<file path="src/rtl/ropxlat_pkg.sv">
package ropxlat_pkg;

  // Three operands per ternary lookup: pattern, source, destination.
  localparam int ROP_OPS = 3;
  localparam int ROP_W   = 1 << ROP_OPS;

  typedef enum logic [2:0] {
    XL_BYPASS  = 3'd0,
    XL_GROUPLO = 3'd1,
    XL_GROUPHI = 3'd2,
    XL_SWIZZLE = 3'd3,
    XL_BAD     = 3'd4
  } xlatMode_e;

  // Strobes handed from the decoder to the datapath.
  typedef struct packed {
    logic      capture;
    logic      markBad;
    xlatMode_e mode;
    logic [1:0] sel0;
    logic [1:0] sel1;
    logic [1:0] sel2;
  } xlatStrobes_t;

  localparam logic [ROP_W-1:0] SRC_COPY_CODE = 8'hCC;

endpackage

</file>
<file path="src/rtl/ropCtrl.sv">
module ropCtrl
  import ropxlat_pkg::*;
#(
  parameter int CFG_W = 5
) (
  input  logic             inValid,
  input  logic [CFG_W-1:0] cfg,
  output xlatStrobes_t     strb
);

  localparam logic [CFG_W-1:0] CFG_BYPASS  = CFG_W'(8'h17);
  localparam logic [CFG_W-1:0] CFG_GRP_LO  = CFG_W'(8'h00);
  localparam logic [CFG_W-1:0] CFG_GRP_HI  = CFG_W'(8'h0F);
  localparam logic [CFG_W-1:0] CFG_LOWTOP  = CFG_W'(8'h08);
  localparam logic [CFG_W-1:0] CFG_FIXBASE = CFG_W'(8'h10);
  localparam logic [CFG_W-1:0] CFG_FIXTOP  = CFG_W'(8'h15);

  always_comb begin
    strb         = '0;
    strb.capture = inValid;
    strb.mode    = XL_BAD;
    // The bypass test comes first so that it overrides every other rule.
    if (cfg == CFG_BYPASS) begin
      strb.mode = XL_BYPASS;
    end else if (cfg == CFG_GRP_LO) begin
      strb.mode = XL_GROUPLO;
    end else if (cfg == CFG_GRP_HI) begin
      strb.mode = XL_GROUPHI;
    end else if (cfg < CFG_LOWTOP) begin
      // the selector is the raw configuration bit.
      strb.mode = XL_SWIZZLE;
      strb.sel0 = {1'b0, cfg[0]};
      strb.sel1 = {1'b0, cfg[1]};
      strb.sel2 = {1'b0, cfg[2]};
    end else if (cfg < CFG_GRP_HI) begin
      // the selector is the configuration bit plus one (gives 1 or 2).
      strb.mode = XL_SWIZZLE;
      strb.sel0 = {cfg[0], ~cfg[0]};
      strb.sel1 = {cfg[1], ~cfg[1]};
      strb.sel2 = {cfg[2], ~cfg[2]};
    end else if (cfg >= CFG_FIXBASE && cfg <= CFG_FIXTOP) begin
      // fixed triples.
      strb.mode = XL_SWIZZLE;
      case (cfg[2:0])
        3'd0:    begin strb.sel0 = 2'd0; strb.sel1 = 2'd1; strb.sel2 = 2'd2; end
        3'd1:    begin strb.sel0 = 2'd1; strb.sel1 = 2'd0; strb.sel2 = 2'd2; end
        3'd2:    begin strb.sel0 = 2'd0; strb.sel1 = 2'd2; strb.sel2 = 2'd1; end
        3'd3:    begin strb.sel0 = 2'd2; strb.sel1 = 2'd0; strb.sel2 = 2'd1; end
        3'd4:    begin strb.sel0 = 2'd1; strb.sel1 = 2'd2; strb.sel2 = 2'd0; end
        default: begin strb.sel0 = 2'd2; strb.sel1 = 2'd1; strb.sel2 = 2'd0; end
      endcase
    end
    strb.markBad = inValid && (strb.mode == XL_BAD);
  end

endmodule

</file>
<file path="src/rtl/ropDatapath.sv">
module ropDatapath
  import ropxlat_pkg::*;
#(
  parameter int DATA_W = 32
) (
  input  logic              clk,
  input  logic              rst,
  input  xlatStrobes_t      strb,
  input  logic [ROP_W-1:0]  nativeRop,
  input  logic [DATA_W-1:0] srcWord,
  input  logic [DATA_W-1:0] dstWord,
  input  logic [DATA_W-1:0] patWord,
  output logic              outValid,
  output logic [ROP_W-1:0]  ropCode,
  output logic [DATA_W-1:0] resultWord,
  output logic              cfgInvalid
);

  function automatic logic pickBit(input logic [ROP_OPS-1:0] v, input logic [1:0] s);
    case (s)
      2'd0:    pickBit = v[0];
      2'd1:    pickBit = v[1];
      default: pickBit = v[2];
    endcase
  endfunction

  logic [ROP_W-1:0]  permCode;
  logic [ROP_W-1:0]  groupLo;
  logic [ROP_W-1:0]  groupHi;
  logic [ROP_W-1:0]  codeNext;
  logic [DATA_W-1:0] resNext;
  logic g0, g1, g2, g3;

  // Per-bit operand reordering of the truth table.
  for (genvar i = 0; i < ROP_W; i++) begin : g_perm
    localparam logic [ROP_OPS-1:0] POS = ROP_OPS'(i);
    assign permCode[i] = nativeRop[{pickBit(POS, strb.sel2),
                                    pickBit(POS, strb.sel1),
                                    pickBit(POS, strb.sel0)}];
  end

  // Group replication for the two special configurations.
  assign g0 = nativeRop[0];
  assign g1 = |(nativeRop & 8'h16);
  assign g2 = |(nativeRop & 8'h68);
  assign g3 = nativeRop[7];
  assign groupLo = {g3, g1, g2, g0, g3, g1, g2, g0};
  assign groupHi = {g3, g3, g2, g2, g1, g1, g0, g0};

  always_comb begin
    case (strb.mode)
      XL_BYPASS:  codeNext = SRC_COPY_CODE;
      XL_GROUPLO: codeNext = groupLo;
      XL_GROUPHI: codeNext = groupHi;
      XL_SWIZZLE: codeNext = permCode;
      default:    codeNext = '0;
    endcase
  end

  // Bitwise ternary evaluation.
  for (genvar j = 0; j < DATA_W; j++) begin : g_eval
    assign resNext[j] = codeNext[{patWord[j], srcWord[j], dstWord[j]}];
  end

  always_ff @(posedge clk) begin
    if (rst) begin
      outValid   <= 1'b0;
      cfgInvalid <= 1'b0;
      ropCode    <= '0;
      resultWord <= '0;
    end else begin
      outValid   <= strb.capture;
      cfgInvalid <= strb.markBad;
      if (strb.capture) begin
        ropCode    <= codeNext;
        resultWord <= resNext;
      end
    end
  end

  a_r11_valid_follows: assert property (@(posedge clk) disable iff (rst)
    strb.capture |=> outValid);
  a_r11_idle_drops: assert property (@(posedge clk) disable iff (rst)
    !strb.capture |=> !outValid);
  a_r11_hold_idle: assert property (@(posedge clk) disable iff (rst)
    !strb.capture |=> ($stable(ropCode) && $stable(resultWord)));
  a_r9_flag_with_valid: assert property (@(posedge clk) disable iff (rst)
    cfgInvalid |-> outValid);
  a_r9_bad_code_zero: assert property (@(posedge clk) disable iff (rst)
    cfgInvalid |-> (ropCode == '0));

endmodule

</file>
<file path="src/rtl/ropPermuteUnit.sv">
module ropPermuteUnit
  import ropxlat_pkg::*;
#(
  parameter int DATA_W  = 32,
  parameter int CTX_W   = 32,
  parameter int CFG_LSB = 24,
  parameter int CFG_W   = 5
) (
  input  logic              clk,
  input  logic              rst,
  input  logic              inValid,
  input  logic [CTX_W-1:0]  ctxWord,
  input  logic [7:0]        nativeRop,
  input  logic [DATA_W-1:0] srcWord,
  input  logic [DATA_W-1:0] dstWord,
  input  logic [DATA_W-1:0] patWord,
  output logic              outValid,
  output logic [7:0]        ropCode,
  output logic [DATA_W-1:0] resultWord,
  output logic              cfgInvalid
);

  localparam int CFG_MSB = CFG_LSB + CFG_W - 1;
  localparam logic [CTX_W-1:0] CFG_MASK = CTX_W'({CFG_W{1'b1}}) << CFG_LSB;

  logic [CFG_W-1:0] cfg;
  logic             unusedCtxBits;
  xlatStrobes_t     strb;

  assign cfg           = ctxWord[CFG_MSB:CFG_LSB];
  assign unusedCtxBits = ^(ctxWord & ~CFG_MASK);

  ropCtrl #(.CFG_W(CFG_W)) u_ctrl (
    .inValid (inValid),
    .cfg     (cfg),
    .strb    (strb)
  );

  ropDatapath #(.DATA_W(DATA_W)) u_dp (
    .clk        (clk),
    .rst        (rst),
    .strb       (strb),
    .nativeRop  (nativeRop),
    .srcWord    (srcWord),
    .dstWord    (dstWord),
    .patWord    (patWord),
    .outValid   (outValid),
    .ropCode    (ropCode),
    .resultWord (resultWord),
    .cfgInvalid (cfgInvalid)
  );

  a_r2_bypass_wins: assert property (@(posedge clk) disable iff (rst)
    (inValid && cfg == CFG_W'(8'h17)) |=> (ropCode == 8'hCC));

endmodule

</file>
<file path="config.mk">
export PLATFORM = sky130hd
export DESIGN_NAME = ropPermuteUnit
export DESIGN_NICKNAME = d
export VERILOG_FILES = /design/src/rtl/ropxlat_pkg.sv /design/src/rtl/ropCtrl.sv /design/src/rtl/ropDatapath.sv /design/src/rtl/ropPermuteUnit.sv
export SDC_FILE = /design/constraint.sdc
export NUM_CORES = 1
export LEC_CHECK = 0
export BUFFER_PORTS_ARGS = -buffer_cell sky130_fd_sc_hd__buf_2
export CAP_MARGIN = 0
export CORE_MARGIN = 2
export CORE_UTILIZATION = 47
export DETAILED_ROUTE_END_ITERATION = 12
export PLACE_DENSITY = 0.78
export RECOVER_POWER = 100
export SLEW_MARGIN = 0
export SYNTH_ARGS = -nofsm -noshare
export SYNTH_HDL_FRONTEND = slang
export SYNTH_SLANG_ARGS = --single-unit
export TNS_END_PERCENT = 5
</file>
<file path="constraint.sdc">
create_clock -name clk -period 2.8 [get_ports clk]
set_input_delay 0.56 -clock clk [delete_from_list [all_inputs] [get_ports clk]]
set_output_delay 0.56 -clock clk [all_outputs]
set_load 0.01 [all_outputs]
</file>
==> key figures <==
Power and ir drop
  – Overall power: 2580 uW
  – Peak supply drop: 0.3823 mV
  – Pwr dens: 360.8 nW/um^2
  – Leakage: 0.002743 uW

Timing
  – Peak Freq: 362.8 MHz
  – Max transition margin: 50.63%
  – Final Max Slew Viols: 0
  – Final period util: 98.43%
  – Fin crit period: 2.756 ns
  – Tightest Pin Transition: 0.7405 ns
  – Final Setup Violations: 0
  – Final setup margin: 0.04396 ns
  – RSZ-0062 raised after global routing: true
  – Clock Skew: 0 ns
  – Final hold viol count: 0

Clock tree
  – Sink Count: 42
  – Max clock buf depth: 2
  – Reg clk slew, reported paths: 0.07 ns
  – Clock root buffer: clkbuf_16
  – H-Tree Depth: 2
  – Clk_lat worst skew: 0.30 ns
  – Num CTS Buffers: 5
  – Cts hold-fix bufs: 0
  – CTS tree: built

Global route
  – Congestion Overflow GR: 0
  – Total GRT Usage: 28.76%
  – First-pass GRT wire length: 30050 um
  – Initial antenna violation count: 0
  – Vias in the first global route: 6275
  – Largest net degree at the start of global routing: 34

Synth
  – Simple-gate area share of the yosys netlist: 43.29%
  – Post-Synthesis Cells: 739
  – Register bit total from synthesis: 42
  – Adder-cell area share of the yosys netlist: 0.1851%
  – Post-synth EDFFs: 0
  – Syn avg cell area: 7.318 sq um
  – Post-synth cell types: 67
  – Synth warn: 0
  – Synth top area share: 15.55%
  – Mapped cell area: 5408 sq um
  – Post-synth top area cell: dfxtp_1
  – Top cells by area, synth: dfxtp_1 16%, nand3b_1 8.5%, mux2_2 6.0%
  – Asr flop ratio synth: 0%
  – Compound-cell area share of the yosys netlist: 27.07%
  – Largest family of logic cells by synthesized area: simple AND/OR/NAND/NOR gates
  – Synth Flop Type: dfxtp_1
  – Post-synthesis mux area share: 8.075%
  – Post-synthesis sequential area ratio: 15.55%
  – Net count after synthesis: 878
  – XOR/XNOR share of the synthesized area: 0%

Run
  – Max cap viols: 0

Finish
  – Final core occ: 63.16%
  – Layout cells sized above 1: 31.05%
  – ANT cells: 0
  – P&R area growth vs syn: 32.23%
  – Fillers: 1046
  – Register area: 840.8 sq um
  – Nets@finish: 1059
  – Multi-input logic area: 4474 sq um

Detailed routing
  – Router iterations before antenna repair: 5
  – DRC Markers: 0
  – Final WL: 18710 um
  – Routed vias/inst: 6.383
  – Routed Antenna Nets: 0
  – Vias: 6792
  – Wire per inst: 17.59 um
  – Drt first-iter violations: 510

Die
  – Boundary Pins: 181
  – Core ar.: 11320 sq um
  – Starting Density: 47.77%
  – Full die area: 12380 sq um
  – Die H: 111.3 um
  – FP Rows: 39
  – Die X: 111.3 um

Placement
  – PortBufs: 153
  – Placer Congestion: 0.9884
  – HPWL after DPL: 13280 um
  – Pre-CTS WS: -0.3581 ns

Hold path
  – Worst hold path class: register to register

Critical path
  – WP data required: 2.99 ns
  – Worst Path Arrival: 2.95 ns
  – Startpoint types: input pin
  – CP endpoint kind: register
  – CP max FO: 33
  – Worst Setup Path Type: input pin to register

Status
  – Status: complete, no violations
[layer usage]
layer | global-route usage [%] | part of all wire, %
met1 | 36.03 | 43
met2 | 48.33 | 47
met3 | 6.616 | 8.2
met4 | 10.21 | 1.8
met5 | 0 | 0
[cells in the mapped netlist, types with 4 or more instances]
master,n
nand2_1,82
nand3_1,64
nand3b_1,61
dfxtp_1,42
nor3_1,37
a31oi_1,33
nor3b_1,31
mux2_2,29
nand4_1,29
or4_1,28
buf_2,27
clkbuf_1,26
o41ai_1,25
a21oi_1,23
nor2_1,21
o21ai_0,17
nor2b_1,13
mux2i_1,11
o41ai_2,10
and3_1,8
inv_1,8
nand2b_1,8
a32oi_1,6
buf_4,6
o22ai_1,6
a211oi_1,5
a21o_1,5
o21ai_1,5
or3b_1,5
or3b_2,5
a211o_1,4
and2_1,4
o211ai_1,4
[cells by family after synthesis]
family / count (synthesis)
flip-flops: 42
buffers and inverters: 69
adder cells (fa/ha/maj): 1
multiplexers: 40
AO/OA/AOI/OAI: 183
AND/OR/NAND/NOR: 404
[sequential cells by signal (all words and copies together), names as in the netlist]
name and cells:
u_dp.ropCode 8, u_dp.outValid 1, u_dp.resultWord 32, u_dp.cfgInvalid 1
[final cells by class]
type | count | area share (%)
well taps | 143 | 2.502
inverters | 8 | 0.4199
flip-flops and latches | 42 | 11.76
clock inverters | 2 | 0.1750
clock buffers | 6 | 1.942
multi-input cells | 628 | 62.57
repair buffers | 235 | 20.63
[cells in the final DEF (no fill, tap or decap), drive strengths merged, types with 6 or more instances in the layout]
cell | netlist | final
o21ai | 22 | 22
buf | 35 | 190
nor3b | 31 | 31
o41ai | 35 | 35
nor3 | 37 | 37
dfxtp | 42 | 42
clkbuf | 26 | 51
or3b | 10 | 10
and3 | 8 | 8
inv | 8 | 8
a21oi | 23 | 23
nand4 | 29 | 29
mux2i | 11 | 11
nand3b | 61 | 61
a32oi | 6 | 6
nand2b | 8 | 8
mux2 | 29 | 29
a31oi | 36 | 36
nand3 | 64 | 64
nand2 | 82 | 82
o22ai | 6 | 6
nor2 | 21 | 21
or4 | 28 | 28
nor2b | 13 | 13
[worst paths after layout]
| kind | from | to | slack, ns | cells after the start |
|---|---|---|---|---|
| setup reg to reg | u_dp.ropCode[7] | u_dp.ropCode[7] | 2.09 | 2 |
| hold reg to reg | u_dp.resultWord[7] | u_dp.resultWord[7] | 0.45 | 2 |
| hold / removal | u_dp.resultWord[7] | u_dp.resultWord[7] | 0.45 | 2 |
| setup / recovery | ctxWord[28] | u_dp.resultWord[30] | 0.04 | 11 |
[power by group]
part / switching (uW) / leakage, uW / internal [uW] / total (uW)
combinational: 704 / 0.00232 / 552 / 1260
sequential: 27.8 / 0.000347 / 653 / 681
clock: 288 / 0.0000729 / 355 / 642
[critical path: stages]
cell and delay, ns:
buf_2 0.14, buf_4 0.15, or3b_2 0.44, a21oi_1 0.16, o21ai_0 0.12, a22oi_1 0.21, o2111ai_2 0.16, buf_12 0.20
or3b_2 0.47, a32oi_1 0.20, o41ai_2 0.12
[per-stage QoR]
| step | instances | hold slack, ns | cell area [sq um] | TNS [ns] |
|---|---|---|---|---|
| 2_1_floorplan | 739 | 0.4783 | 5441 | -0.1006 |
| 3_3_place_gp | 1054 | 0.4326 | 6867 | -7.459 |
| 3_5_place_dp | 1054 | 0.4294 | 6867 | -7.788 |
| 4_1_cts | 1063 | 0.4532 | 7025 | 0 |
| 5_1_grt | 1064 | 0.4746 | 7151 | -0.1101 |
| 6_report | 1064 | 0.4542 | 7151 | 0 |
[repair_timing]
item	CTS	global route
gates resized for setup	0	30
setup buffers	1	1
endpoints found under the setup margin	1	32
pin swaps	1	4
(Power assumes the default switching activity.)
